### config.mk
export PLATFORM = sky130hd
export DESIGN_NAME = ramdac_regport
export DESIGN_NICKNAME = d
export VERILOG_FILES = /design/src/rtl/ramdac_pkg.sv /design/src/rtl/ramdac_ctrl.sv /design/src/rtl/ramdac_datapath.sv /design/src/rtl/ramdac_regport.sv
export SDC_FILE = /design/constraint.sdc
export NUM_CORES = 1
export LEC_CHECK = 0
export ABC_AREA = 0
export BUFFER_PORTS_ARGS = -buffer_cell sky130_fd_sc_hd__buf_2
export CORE_MARGIN = 2
export CORE_UTILIZATION = 54
export CTS_BUF_LIST = sky130_fd_sc_hd__clkbuf_4 sky130_fd_sc_hd__clkbuf_8
export CTS_CLUSTER_SIZE = 12
export DETAILED_ROUTE_END_ITERATION = 8
export PLACE_DENSITY_LB_ADDON = 0.1
export SETUP_SLACK_MARGIN = 0.4
export SLEW_MARGIN = 15
export SYNTH_ARGS = -nofsm -noshare
export SYNTH_HDL_FRONTEND = slang
export SYNTH_HIERARCHICAL = 1
export SYNTH_SLANG_ARGS = --single-unit
### constraint.sdc
create_clock -name clk -period 2.6 [get_ports clk]
set_clock_uncertainty 0.2 [all_clocks]
set_input_delay 0.13 -clock clk [delete_from_list [all_inputs] [get_ports clk]]
set_output_delay 0.13 -clock clk [all_outputs]
set_load 0.03 [all_outputs]
### src/rtl/ramdac_pkg.sv
package ramdac_pkg;
  localparam int DATA_W = 8;
  localparam int PORT_W = 2;

  typedef enum logic [PORT_W-1:0] {
    PORT_ADDR  = 2'd0,
    PORT_CURS  = 2'd1,
    PORT_MULTI = 2'd2,
    PORT_PAL   = 2'd3
  } port_e;

  typedef struct packed {
    logic ldAddr;
    logic ldCurHi;
    logic ldCurLo;
    logic ldMisc;
    logic ldDbl;
    logic ldRed;
    logic ldGreen;
    logic commit;
  } strobe_t;
endpackage

### src/rtl/ramdac_ctrl.sv
module ramdac_ctrl
  import ramdac_pkg::*;
#(
  parameter logic [DATA_W-1:0] SEL_CUR_HI = 8'h10,
  parameter logic [DATA_W-1:0] SEL_CUR_LO = 8'h11,
  parameter logic [DATA_W-1:0] SEL_MISC   = 8'h20,
  parameter logic [DATA_W-1:0] SEL_DBL    = 8'h21
) (
  input  logic              clk,
  input  logic              rstN,
  input  logic              wrEn,
  input  logic [PORT_W-1:0] wrPort,
  input  logic [DATA_W-1:0] addr,
  output strobe_t           stb
);
  localparam int COMP_N = 3;
  localparam int COMP_W = $clog2(COMP_N);

  logic [COMP_W-1:0] compIdx;
  port_e portSel;

  assign portSel = port_e'(wrPort);

  always_comb begin
    stb = '0;
    if (wrEn) begin
      unique case (portSel)
        PORT_ADDR:  stb.ldAddr = 1'b1;
        PORT_CURS:  ;
        PORT_MULTI: begin
          stb.ldCurHi = (addr == SEL_CUR_HI);
          stb.ldCurLo = (addr == SEL_CUR_LO);
          stb.ldMisc  = (addr == SEL_MISC);
          stb.ldDbl   = (addr == SEL_DBL);
        end
        PORT_PAL: begin
          stb.ldRed   = (compIdx == COMP_W'(0));
          stb.ldGreen = (compIdx == COMP_W'(1));
          stb.commit  = (compIdx == COMP_W'(COMP_N-1));
        end
        default: ;
      endcase
    end
  end

  always_ff @(posedge clk or negedge rstN) begin
    if (!rstN) compIdx <= '0;
    else if (stb.ldAddr) compIdx <= '0;
    else if (stb.commit) compIdx <= '0;
    else if (stb.ldRed || stb.ldGreen) compIdx <= compIdx + COMP_W'(1);
  end

  // the component index never leaves red/green/blue
  a_r3_idx_range: assert property (@(posedge clk) disable iff (!rstN)
    compIdx <= COMP_W'(COMP_N-1));
  // an address write restarts the colour sequence
  a_r2_addr_clears_idx: assert property (@(posedge clk) disable iff (!rstN)
    stb.ldAddr |=> compIdx == '0);
  // at most one indirect target per write
  a_r5_one_target: assert property (@(posedge clk) disable iff (!rstN)
    $onehot0({stb.ldCurHi, stb.ldCurLo, stb.ldMisc, stb.ldDbl}));
  // a cursor-data write leaves the index alone
  a_r7_curs_no_idx: assert property (@(posedge clk) disable iff (!rstN)
    (wrEn && portSel == PORT_CURS) |=> $stable(compIdx));
endmodule

### src/rtl/ramdac_datapath.sv
module ramdac_datapath
  import ramdac_pkg::*;
#(
  parameter int ALPHA_W = 8
) (
  input  logic                          clk,
  input  logic                          rstN,
  input  strobe_t                       stb,
  input  logic [DATA_W-1:0]             wrData,
  output logic [DATA_W-1:0]             addr,
  output logic [DATA_W-1:0]             curPosHi,
  output logic [DATA_W-1:0]             curPosLo,
  output logic [DATA_W-1:0]             miscCtrl,
  output logic [DATA_W-1:0]             dblBufCtrl,
  output logic                          palWe,
  output logic [DATA_W-1:0]             palIdx,
  output logic [ALPHA_W+3*DATA_W-1:0]   palArgb
);
  localparam logic [ALPHA_W-1:0] OPAQUE = '1;

  logic [DATA_W-1:0] redHold, greenHold;

  always_ff @(posedge clk or negedge rstN) begin
    if (!rstN) begin
      addr       <= '0;
      curPosHi   <= '0;
      curPosLo   <= '0;
      miscCtrl   <= '0;
      dblBufCtrl <= '0;
      redHold    <= '0;
      greenHold  <= '0;
      palWe      <= 1'b0;
      palIdx     <= '0;
      palArgb    <= '0;
    end else begin
      palWe <= stb.commit;
      if (stb.ldAddr)  addr <= wrData;
      else if (stb.commit) addr <= addr + DATA_W'(1);
      if (stb.ldCurHi) curPosHi   <= wrData;
      if (stb.ldCurLo) curPosLo   <= wrData;
      if (stb.ldMisc)  miscCtrl   <= wrData;
      if (stb.ldDbl)   dblBufCtrl <= wrData;
      if (stb.ldRed)   redHold    <= wrData;
      if (stb.ldGreen) greenHold  <= wrData;
      if (stb.commit) begin
        palIdx  <= addr;
        palArgb <= {OPAQUE, redHold, greenHold, wrData};
      end
    end
  end

  // after a commit the address sits one past the committed index
  a_r4_addr_advanced: assert property (@(posedge clk) disable iff (!rstN)
    palWe |-> addr == palIdx + DATA_W'(1));
  // a committed entry is always opaque
  a_r3_alpha_opaque: assert property (@(posedge clk) disable iff (!rstN)
    palWe |-> palArgb[ALPHA_W+3*DATA_W-1 -: ALPHA_W] == OPAQUE);
  // control register moves only on its own strobe
  a_r6_misc_hold: assert property (@(posedge clk) disable iff (!rstN)
    !stb.ldMisc |=> $stable(miscCtrl));
  a_r6_dbl_hold: assert property (@(posedge clk) disable iff (!rstN)
    !stb.ldDbl |=> $stable(dblBufCtrl));
endmodule

### src/rtl/ramdac_regport.sv
module ramdac_regport
  import ramdac_pkg::*;
(
  input  logic        clk,
  input  logic        rstN,
  input  logic        wrEn,
  input  logic [1:0]  wrPort,
  input  logic [7:0]  wrData,
  output logic [7:0]  curAddr,
  output logic [7:0]  curPosHi,
  output logic [7:0]  curPosLo,
  output logic [7:0]  miscCtrl,
  output logic [7:0]  dblBufCtrl,
  output logic [5:0]  pixBpp,
  output logic [4:0]  clkDiv,
  output logic        depthBad,
  output logic        palWe,
  output logic [7:0]  palIdx,
  output logic [31:0] palArgb
);
  localparam int DEPTH_LSB = 2;
  localparam int DIV_LSB   = 6;
  localparam logic [1:0] DEPTH_BAD_CODE = 2'd3;

  strobe_t stb;
  logic [1:0] depthCode, divCode;

  ramdac_ctrl u_ctrl (
    .clk(clk), .rstN(rstN), .wrEn(wrEn), .wrPort(wrPort),
    .addr(curAddr), .stb(stb)
  );

  ramdac_datapath u_dp (
    .clk(clk), .rstN(rstN), .stb(stb), .wrData(wrData),
    .addr(curAddr), .curPosHi(curPosHi), .curPosLo(curPosLo),
    .miscCtrl(miscCtrl), .dblBufCtrl(dblBufCtrl),
    .palWe(palWe), .palIdx(palIdx), .palArgb(palArgb)
  );

  assign depthCode = miscCtrl[DEPTH_LSB +: 2];
  assign divCode   = miscCtrl[DIV_LSB +: 2];
  assign depthBad  = (depthCode == DEPTH_BAD_CODE);
  assign pixBpp    = depthBad ? 6'd0 : (6'd8 << depthCode);
  assign clkDiv    = 5'd2 << divCode;

  // the flag and a zero depth always go together
  a_r9_bad_zero: assert property (@(posedge clk) disable iff (!rstN)
    depthBad == (pixBpp == 6'd0));
  // exactly one divisor bit is set
  a_r10_div_pow2: assert property (@(posedge clk) disable iff (!rstN)
    $countones(clkDiv) == 1 && !clkDiv[0]);
endmodule

# Word level (Yosys, flattened, before mapping)
# Cells that the tools add are included.
# W data, S select, Z words.
# word_totals
in_bits,13
wordCells,39
ff_bits,92
out_inout_bits,93
# op_classes
shifts,2
eq_ne,9
n_reduce_logical,5
add_sub_neg,2
n_mux,10
# ops
operator,count
$mux W8,3
$eq A8 B5 Y1 const B,2
$eq A8 B6 Y1 const B,2
$add A8 B1 Y8 const B,1
$eq A2 B2 Y1 const B,4
$mux W2,3
$mux W6,1
$shl A4 B2 Y6 const A,1
$shl A2 B2 Y5 const A,1
$logic_not A2 Y1,2
$mux W4,1
$mux W3,1
$reduce_bool A3 Y1,1
$add A2 B1 Y2 const B,1
$eq A2 B1 Y1 const B,1
$reduce_bool A2 Y1,1
$logic_or A1 B1 Y1,1
$mux W1,1

# Longest topological paths before layout
# Gate-level depths: netlist of the first run.
# depth
ltp_word,7
ltp_mapped,7
mapped_depth_nobuf,6

# By module
# The synthesis of the first run kept the hierarchy.
# modules_own_cells
module,n_inst,cells_per_inst,area_each_um2,seq_area_each_um2
ramdac_datapath,1,228,3495.9,2252.2
ramdac_ctrl,1,32,251.5,50.0
ramdac_regport,1,13,91.3,0.0

# Worst setup path before layout of the first run
# OpenSTA, ideal clock, no wires.
# synth_path
path_type,reg2reg
from,reg u_dp.addr[5]
to,reg u_dp.curPosHi[0]
synth_period_minus_slack_ns,2.228
setup_ns,0.125
required_ns,2.275
setup_slack_ns,0.372
t_arrival_ns,1.903
path_stages_with_launch,5
path_buffers,1
cell_sequence,dfrtp_1 > or4b_4 > nor3_2 > clkbuf_1 > mux2_2
# synth_rtl
item,line_no,text
"start, declared",ramdac_datapath.sv:10,"output logic [DATA_W-1:0] addr,"
"start signal, assigned",ramdac_datapath.sv:37,if (stb.ldAddr) addr <= wrData;
"start signal, assigned",ramdac_datapath.sv:38,else if (stb.commit) addr <= addr + DATA_W'(1);
"end signal, assigned",ramdac_datapath.sv:39,if (stb.ldCurHi) curPosHi <= wrData;
"end, declared",ramdac_datapath.sv:11,"output logic [DATA_W-1:0] curPosHi,"

==> flow_summary_export.csv, run 1 <==
group,metric,value,unit
run_status,outcome,"finished clean",
logic_synthesis,synthFlopType,"dfrtp_1",
logic_synthesis,yosysWarnings,6,
logic_synthesis,ys_seq_area_share,60.0,%
timing,fmax,479,MHz
global_route,antenna_found_initial,0,
critical_path,endpoint_kind,"flop",
routing,wl_per_cell,16.3,microns
clocking,ctsHtreeMaxLevel,3,
placed_design,finalWeightedCongestion,0.782,
timing,min_period_over_period,80.3,%
logic_synthesis,muxShareOfSynthArea,24.0,%
logic_synthesis,ys_ff_latch,92,
clocking,clk_pin_slew,90,ps
logic_synthesis,yosys.area_share.adder,1.30,%
routing,via_per_inst,5.12,
floorplan,die_w,88.3,microns
logic_synthesis,netlist_area,3840,sq um
routing,first_pass_iters,4,
power,peakVddDrop,0.000504,V
layout,area_delta_synth_final,22.5,%
logic_synthesis,synthArstFlopShare,100,%
layout,stdcell_count,483,
logic_synthesis,synthTopCellsByCount,"dfrtp_1 (92), mux2_2 (80), buf_4 (13)",
global_route,grt_max_degree,50,
logic_synthesis,syn_area_per_cell,14.1,sq um
timing,worstMarginPinSlew,635,ps
run,maxCapViolCount,0,
timing,hold_violations,0,
layout,nets,399,
floorplan,fp.coreArea,6830,sq um
routing,first_iter_violations,83,
critical_path,cp-start-kind,"flop",
logic_synthesis,netlist.area_leader.share,60.0,%
power,totalPowerFinal,4.90,mW
critical_path,slowest_delay,590,ps
clocking,clockRootBuffer,"clkbuf_8",
logic_synthesis,yosysMostFrequentCell,"dfrtp_1",
global_route,grt_pass1_wl,12000,microns
power,powerDensity,1040,nW/um^2
floorplan,die_area,7800,sq um
logic_synthesis,synth_top_family_by_area,"multiplexers",
floorplan,core.rowCount,30,
logic_synthesis,netlist-cell-type-count,29,
logic_synthesis,yosys-top-cells-area,"dfrtp_1 (60%), mux2_2 (23%), buf_4 (2.5%)",
floorplan,io_pins,106,
placed_design,place_hpwl,5210,microns
critical_path,worstPathRequired,2640,ps
global_route,grt_pass1_vias,2282,
worst_hold_path,hold_path.class,"input pin to flop",
power,p_leak,2.49,nW
layout,final_layout_size_suffix_gt1_share,55.3,%
logic_synthesis,synth_compound_gate_area_share,1.47,%
logic_synthesis,yosysTopAreaCell,"dfrtp_1",
global_route,grt.total_usage,20.9,%
routing,postRouteAntennaNets,0,
clocking,cts_tree,"done",
timing,finalSetupViolations,0,
critical_path,crit_family,"simple AND/OR/NAND/NOR gates",
logic_synthesis,syn_inst,273,
timing,maxSlewViolCount,0,
floorplan,start_util,56.2,%
clocking,clkSinkCount,92,
clocking,clkLatencyLatePin,340,ps
routing,dr_total_vias,2472,
logic_synthesis,synthXorXnorAreaFrac,1.14,%
routing,drt_wl_total,7860,microns
critical_path,cp.buffers_inverters,0,
routing,drc,0,
placed_design,numPortBuffers,101,
critical_path,path_cells,"or4b_4, nor3_4, mux2_2",
clocking,cts_buffers,9,
floorplan,die_h,88.3,microns
global_route,overflow,0,
critical_path,critical_path_peak_fanout,8,
clocking,clock_path_buffers,2,
placed_design,placed_cells,456,
timing,max_slew_margin,57.7,%
timing,setup_tns,0,ps
layout,diodes,0,
timing,period_needed,2090,ps
critical_path,cp_slowest_cell,"or4b_4",
logic_synthesis,yosys.area_share.simple,8.18,%
timing,grt_setup_unrepaired,"no",
critical_path,critPathKind,"flop to flop",
logic_synthesis,synth_edf_count,0,
critical_path,arrival,2130,ps
-- registers in the layout (all words and copies together), names as in the netlist --
name and flops:
u_dp/palArgb 25, u_dp/addr 8, u_dp/curPosHi 8, u_dp/curPosLo 8, u_dp/dblBufCtrl 8, u_dp/greenHold 8
u_dp/miscCtrl 8, u_dp/palIdx 8, u_dp/redHold 8, u_ctrl/compIdx 2, u_dp/palWe 1
-- cell usage in the layout (no fill, tap or decap) --
cell / netlist / routed
buf_2: 4 / 100
dfrtp_1: 92 / 92
mux2_2: 80 / 80
dlygate4sd3_1: 0 / 11
nand2_1: 11 / 11
clkbuf_8: 0 / 9
nor2_1: 8 / 8
o21ai_0: 8 / 8
buf_4: 13 / 6
nor2b_1: 6 / 6
nand3_1: 6 / 6
and2b_2: 4 / 4
conb_1: 1 / 4
ha_1: 4 / 4
inv_6: 0 / 3
nand4_1: 3 / 3
or4_1: 3 / 3
xor2_1: 3 / 3
and2_2: 2 / 2
inv_8: 0 / 2
inv_1: 2 / 2
and3_1: 2 / 2
and2_1: 3 / 2
nor3_1: 2 / 2
mux2i_1: 2 / 2
xnor2_1: 2 / 2
clkinv_2: 0 / 1
clkinv_4: 0 / 1
buf_12: 0 / 1
and2_4: 0 / 1
or4b_4: 1 / 1
nor3_4: 0 / 1
o21a_1: 1 / 1
o2111ai_1: 1 / 1
nand4_2: 1 / 1
or2_2: 1 / 1
-- power breakdown --
| group | total [mW] | switching [mW] | internal [mW] | leakage (nW) |
|---|---|---|---|---|
| logic | 1.85 | 1.18 | 0.666 | 1.18 |
| clock network | 0.920 | 0.548 | 0.372 | 0.0984 |
| registers | 2.13 | 0.264 | 1.87 | 1.21 |
-- what timing repair did --
item                                   in CTS  in global routing
hold buffers                               11                  0
pin swaps                                   0                  1
gates cloned                                0                  0
endpoints found under the hold margin      96                  0
setup buffers                               0                  0
setup endpoints to repair                  29                  8
gates resized for setup                     2                  0
-- cell type report --
type                            count  area (sq um)
Tap cell                           96           120
Clock buffer                        9           124
Sequential cell                    92          2300
Multi-Input combinational cell    159          1410
Fill cell                         544          2130
Clock inverter                      7          62.6
Timing Repair Buffer              118           676
Inverter                            2          7.51
-- kinds of logic after synthesis --
logic type               Yosys count
AO/OA/AOI/OAI                     10
XOR/XNOR                           5
adder cells (fa/ha/maj)            4
buffers and inverters             25
flip-flops                        92
multiplexers                      82
other                              1
AND/OR/NAND/NOR                   54
-- worst min-delay path, delay by kind of cell --
family	cells	cell delay [ps]
and+or+nand+nor	1	40
buffers and inverters	1	130
xor gates and xnor gates	1	140
AOI/OAI and AO/OA	1	140
-- per-layer routing --
metal	GRT usage (%)	routed length, microns
met2	30.8	3610
met4	7.44	99
met3	4.76	455
met5	0	0
met1	30.7	3690
-- through the flow --
stage               util (%)  setup WS (ps)  cell area [sq um]  hold WS, ps
detailed placement      64.4            330               4400        -10.9
CTS                     68.8            473               4700         47.8
global placement        64.4            397               4400        -9.72
global route            68.8            402               4700         87.2
floorplan                  -            424               3850         -366
finish                  68.8            511               4700         60.2
-- path summary, 6_finish.rpt --
| check | from | endpoint | slack, ps | depth (start not counted) |
|---|---|---|---|---|
| worst max-delay path | u_dp/addr[5] | u_dp/curPosHi[1] | 510 | 3 |
| worst min-delay path | wrPort[1] | u_ctrl/compIdx[0] | 60 | 4 |
| worst max register to register | u_dp/addr[5] | u_dp/curPosHi[1] | 510 | 3 |
| worst min register to register | u_dp/greenHold[0] | u_dp/palArgb[8] | 310 | 1 |
| max in group asynchronous | rstN | u_dp/curPosLo[7] | 1440 | 3 |
| min in group asynchronous | rstN | u_dp/palArgb[1] | 120 | 2 |
(Power assumes the default switching activity.)
==> run 2, diff against run 1 <==
- clock period: 2.6 -> 2.1 ns (I/O delays scaled with it)
==> flow_summary_export.csv, run 2 (same netlist as run 1, synthesis figures left out) <==
group,metric,value,unit
global_route,grt_pass1_wl,13300,microns
timing,grt_setup_unrepaired,"yes",
timing,min_period_over_period,90.7,%
global_route,overflow,0,
critical_path,crit_start,"u_dp/addr[7]",
routing,wl_per_cell,19.0,microns
routing,dr_total_vias,2690,
clocking,clkLatencyLatePin,350,ps
critical_path,endpoint_kind,"flop",
clocking,clock_path_buffers,2,
routing,drc,0,
layout,stdcell_count,511,
critical_path,path_cells,"or4b_4, nor3_2, buf_6, mux2_4",
placed_design,dpl_cell_area,4510,sq um
clocking,clk_pin_slew,90,ps
timing,finalSetupViolations,0,
critical_path,arrival,1950,ps
power,peakVddDrop,0.000666,V
worst_hold_path,hold_path.class,"input pin to flop",
power,p_sw,2.59,mW
clocking,clkSinkCount,92,
power,powerDensity,1250,nW/um^2
timing,worstMarginPinSlew,590,ps
routing,via_per_inst,5.26,
layout,largest-register,"u_dp/palArgb",
timing,hold_violations,0,
global_route,antenna_found_initial,0,
routing,first_pass_iters,4,
clocking,ctsHtreeMaxLevel,3,
critical_path,worstPathRequired,2140,ps
timing,setup_ws,196,ps
floorplan,start_util,56.2,%
floorplan,die_h,88.3,microns
floorplan,io_pins,106,
timing,max_slew_margin,60.7,%
run,maxCapViolCount,0,
timing,period_needed,1900,ps
global_route,grt_pass1_vias,2535,
layout,final_cell_mix,"buf_2 (100), dfrtp_1 (84), mux2_4 (55)",
timing,fmax,525,MHz
critical_path,critical_path_peak_fanout,8,
power,power_frac_comb,41.1,%
timing,setup_tns,0,ps
layout,area_delta_synth_final,38.4,%
global_route,grt_max_degree,47,
floorplan,die_area,7800,sq um
clocking,clockRootBuffer,"clkbuf_8",
layout,largest_reg_flops,25,
critical_path,critPathKind,"flop to flop",
floorplan,fp.coreArea,6830,sq um
layout,nFillCells,453,
clocking,cts_buffers,9,
placed_design,placed_cells,460,
floorplan,core.rowCount,30,
layout,final_common_cell,"buf_2",
power,p_clk_share,18.5,%
layout,seqCellArea,2310,sq um
critical_path,cp_slowest_cell,"or4b_4",
run_status,outcome,"finished clean",
timing,maxSlewViolCount,0,
critical_path,cp-start-kind,"flop",
critical_path,r2r_start,"u_dp/addr[7]",
routing,drt_wl_total,9690,microns
placed_design,finalWeightedCongestion,0.766,
power,pwr-share-seq,40.4,%
layout,final_cell_area,5310,sq um
critical_path,slowest_delay,540,ps
power,swShare,39.1,%
routing,first_iter_violations,129,
layout,nets,427,
placed_design,numPortBuffers,101,
floorplan,die_w,88.3,microns
layout,final_layout_size_suffix_gt1_share,62.2,%
layout,diodes,0,
power,p_leak,2.73,nW
placed_design,dp_slack,173,ps
routing,postRouteAntennaNets,0,
power,totalPowerFinal,6.63,mW
global_route,grt.total_usage,23.0,%
power,intPower,4.04,mW
worst_hold_path,min-delay-start,"wrPort[0]",
layout,multi_input_area,1660,sq um
clocking,cts_tree,"done",
placed_design,place_hpwl,5500,microns
## run 2: changes by cell type in the layout (fill, tap and decap cells not counted), moves of 3 or more
cell     previous run  this run
o21ai_0             8         5
buf_6               0         8
mux2_2             80        25
dfrtp_2             0         8
buf_4               6        18
buf_8               0         3
mux2_4              0        55
dfrtp_1            92        84
o21ai_1             0         3
## run 2: worst max-delay path: cells and delay by family, from the launching register on
kind / cells / cell delay [ps]
buf+inv: 1 / 190
flops: 1 / 410
simple gates: 2 / 700
mux: 1 / 300
## run 2: final cells by class
cell class,instances,area share (%)
clock buffers,10,2.59
clock inverters,6,1.32
inverters,2,0.141
multi-input cells,159,31.2
flip-flops and latches,92,43.5
well taps,96,2.26
repair buffers,146,19.0
## run 2: repair_timing
action	CTS	global route
resized for setup	23	46
setup buffers	15	4
endpoints found under the setup margin	80	80
hold buffers	12	0
gates cloned	1	3
hold endpoints to repair	137	0
pin swaps	4	5
## run 2: power by group through the flow
stage | sequential, mW | clock, mW | combinational, mW
4_1_cts | 2.64 | 1.25 | 2.52
6_report | 2.68 | 1.23 | 2.73
2_1_floorplan | 3.42 | 0 | 0.992
3_5_place_dp | 2.70 | 0 | 2.34
5_1_grt | 2.74 | 1.33 | 2.87
3_3_place_gp | 2.67 | 0 | 2.30
## run 2: final timing paths
| kind | depth (start not counted) | to | slack, ps |
|---|---|---|---|
| max in group asynchronous | 3 | u_dp/redHold[1] | 920 |
| worst min-delay path | 4 | u_ctrl/compIdx[0] | 20 |
| worst min register to register | 1 | u_dp/palIdx[0] | 310 |
| worst max register to register | 4 | u_dp/curPosHi[2] | 200 |
| worst max-delay path | 4 | u_dp/curPosHi[2] | 200 |
| min in group asynchronous | 2 | u_dp/miscCtrl[1] | 100 |
## run 2: layer usage
metal	wire, microns	vias to the layer above	global-route usage (%)	part of all wire [%]
li1	-	1205	-	-
met1	4390	1377	32.0	45
met2	4660	98	36.3	48
met3	536	10	5.41	5.5
met4	97	0	7.30	1.0
met5	0	-	0	0
## run 2: through the flow
stage          util, %  hold WS [ps]
2_1_floorplan        -          -391
3_3_place_gp      66.0         -53.6
3_5_place_dp      66.0         -52.9
4_1_cts           74.0          2.71
5_1_grt           77.8          13.7
6_report          77.8          21.4
==> run 3, diff against run 2 <==
==> constraint.sdc (replaced) <==
create_clock -name clk -period 2.1 [get_ports clk]
set_clock_uncertainty 0.2 [all_clocks]
set_input_delay 0 -clock clk [delete_from_list [all_inputs] [get_ports clk]]
set_output_delay 0 -clock clk [all_outputs]
set_load 0.03 [all_outputs]
==> flow_summary_export.csv, run 3 (same netlist as run 1, synthesis figures left out) <==
group,metric,value,unit
routing,first_iter_violations,73,
critical_path,critPathKind,"flop to flop",
critical_path,worstPathRequired,2150,ps
power,peakVddDrop,0.000765,V
clocking,clkLatencyLatePin,360,ps
power,pwr-share-seq,40.6,%
power,power_frac_comb,41.1,%
critical_path,cp.buffers_inverters,1,
floorplan,start_util,56.2,%
layout,stdcell_count,512,
layout,final_common_cell,"buf_2",
run,maxCapViolCount,0,
clocking,cts_tree,"done",
layout,final_cell_mix,"buf_2 (100), dfrtp_1 (84), mux2_4 (46)",
routing,drt_wl_total,9560,microns
clocking,clockRootBuffer,"clkbuf_8",
timing,max_slew_margin,32.0,%
floorplan,die_h,88.3,microns
routing,dr_total_vias,2679,
layout,seqCellArea,2310,sq um
critical_path,rr_worst_depth,4,
floorplan,die_w,88.3,microns
timing,finalSetupViolations,0,
critical_path,arrival,1960,ps
floorplan,fp.coreArea,6830,sq um
power,p_clk_share,18.3,%
placed_design,place_hpwl,5780,microns
power,powerDensity,1250,nW/um^2
layout,multi_input_area,1620,sq um
critical_path,critPathCapture,"u_dp/curPosLo[7]",
critical_path,cp-start-kind,"flop",
clocking,clkSinkCount,92,
critical_path,reg2reg_to,"u_dp/curPosLo[7]",
global_route,grt_max_degree,48,
power,swShare,39.4,%
layout,final_cell_area,5280,sq um
global_route,grt_pass1_vias,2494,
critical_path,r2r_setup_slack,190,ps
layout,largest-register,"u_dp/palArgb",
critical_path,r2r_start,"u_dp/addr[5]",
layout,final_layout_size_suffix_gt1_share,61.1,%
global_route,overflow,0,
timing,hold_violations,0,
power,totalPowerFinal,6.58,mW
placed_design,placed_cells,460,
floorplan,die_area,7800,sq um
power,p_sw,2.59,mW
critical_path,slowest_delay,560,ps
global_route,grt.total_usage,22.8,%
clocking,ctsHtreeMaxLevel,3,
timing,min_period_over_period,91.1,%
placed_design,numPortBuffers,101,
floorplan,io_pins,106,
layout,largest_reg_flops,25,
routing,via_per_inst,5.23,
critical_path,endpoint_kind,"flop",
global_route,grt_pass1_wl,13100,microns
run_status,outcome,"finished clean",
floorplan,core.rowCount,30,
routing,drc,0,
layout,nFillCells,435,
critical_path,critical_path_peak_fanout,8,
timing,setup_tns,0,ps
clocking,cts_buffers,9,
timing,holdWs,308,ps
routing,wl_per_cell,18.7,microns
clocking,clock_path_buffers,2,
layout,area_delta_synth_final,37.5,%
critical_path,crit_family,"simple AND/OR/NAND/NOR gates",
critical_path,cp_slowest_cell,"or4b_4",
critical_path,crit_start,"u_dp/addr[5]",
routing,first_pass_iters,4,
timing,worstMarginPinSlew,1020,ps
placed_design,dpl_cell_area,4510,sq um
clocking,clk_pin_slew,90,ps
timing,fmax,523,MHz
worst_hold_path,hold_path.class,"flop to flop",
critical_path,cp_num_cells,4,
critical_path,path_cells,"or4b_4, nor2_2, buf_6, mux2_2",
routing,postRouteAntennaNets,0,
layout,diodes,0,
timing,maxSlewViolCount,0,
placed_design,finalWeightedCongestion,0.734,
power,p_leak,2.73,nW
global_route,antenna_found_initial,0,
layout,nets,429,
timing,grt_setup_unrepaired,"yes",
power,intPower,3.99,mW
timing,period_needed,1910,ps
==> run 3: cell types whose count changed in the layout (fill, tap and decap cells not counted), sizes merged <==
cell          before  now
dlymetal6s4s       0    1
buf              132  129
dlygate4sd3       12   15
==> run 3: area by class of cell <==
class / instances / share of cell area, %
Clock inverter: 6 / 1.35
Timing Repair Buffer: 148 / 19.4
Clock buffer: 9 / 2.35
Sequential cell: 92 / 43.8
Multi-Input combinational cell: 159 / 30.7
Inverter: 2 / 0.142
Tap cell: 96 / 2.28
==> run 3: worst min-delay path by stage <==
stage,start,slack (ps),end,cells past startpoint
6_report,u_dp/dblBufCtrl[3],310,u_dp/dblBufCtrl[3],1
5_1_grt,u_dp/palArgb[9],330,u_dp/palArgb[9],1
4_1_cts,wrEn,280,u_ctrl/compIdx[0],4
3_5_place_dp,rstN,-280,u_dp/miscCtrl[1],1
3_3_place_gp,rstN,-280,u_dp/miscCtrl[1],1
2_1_floorplan,rstN,-500,u_ctrl/compIdx[0],0
==> run 3: routing by layer <==
metal	vias up	wire [microns]	track usage [%]
li1	1210	-	-
met3	12	432	3.73
met1	1373	4290	31.0
met4	0	137	8.68
met2	84	4700	37.3
met5	-	0	0
==> run 3: power by group through the flow <==
stage / Clock [mW] / Combinational (mW) / Sequential [mW]
after floorplan: 0 / 0.992 / 3.42
after global placement: 0 / 2.29 / 2.67
after detailed placement: 0 / 2.34 / 2.71
after CTS: 1.22 / 2.46 / 2.66
after global routing: 1.30 / 2.85 / 2.74
final: 1.20 / 2.71 / 2.67
==> run 3: repair_timing <==
| item | 4_1_cts | 5_1_grt |
|---|---|---|
| buffers inserted | 9 | 8 |
| endpoints found under the hold margin | 158 | 0 |
| setup endpoints to repair | 80 | 92 |
| gates cloned | 0 | 4 |
| hold buffers | 16 | 0 |
| pin swaps | 8 | 2 |
| gates resized for setup | 13 | 40 |
==> run 3: per-stage QoR <==
| step | setup slack, ps | utilization (%) |
|---|---|---|
| finish | 187 | 77.3 |
| global route | 141 | 77.3 |
| CTS | 186 | 72.9 |
| detailed placement | 122 | 66.0 |
| global placement | 177 | 66.0 |
| floorplan | 137 | - |
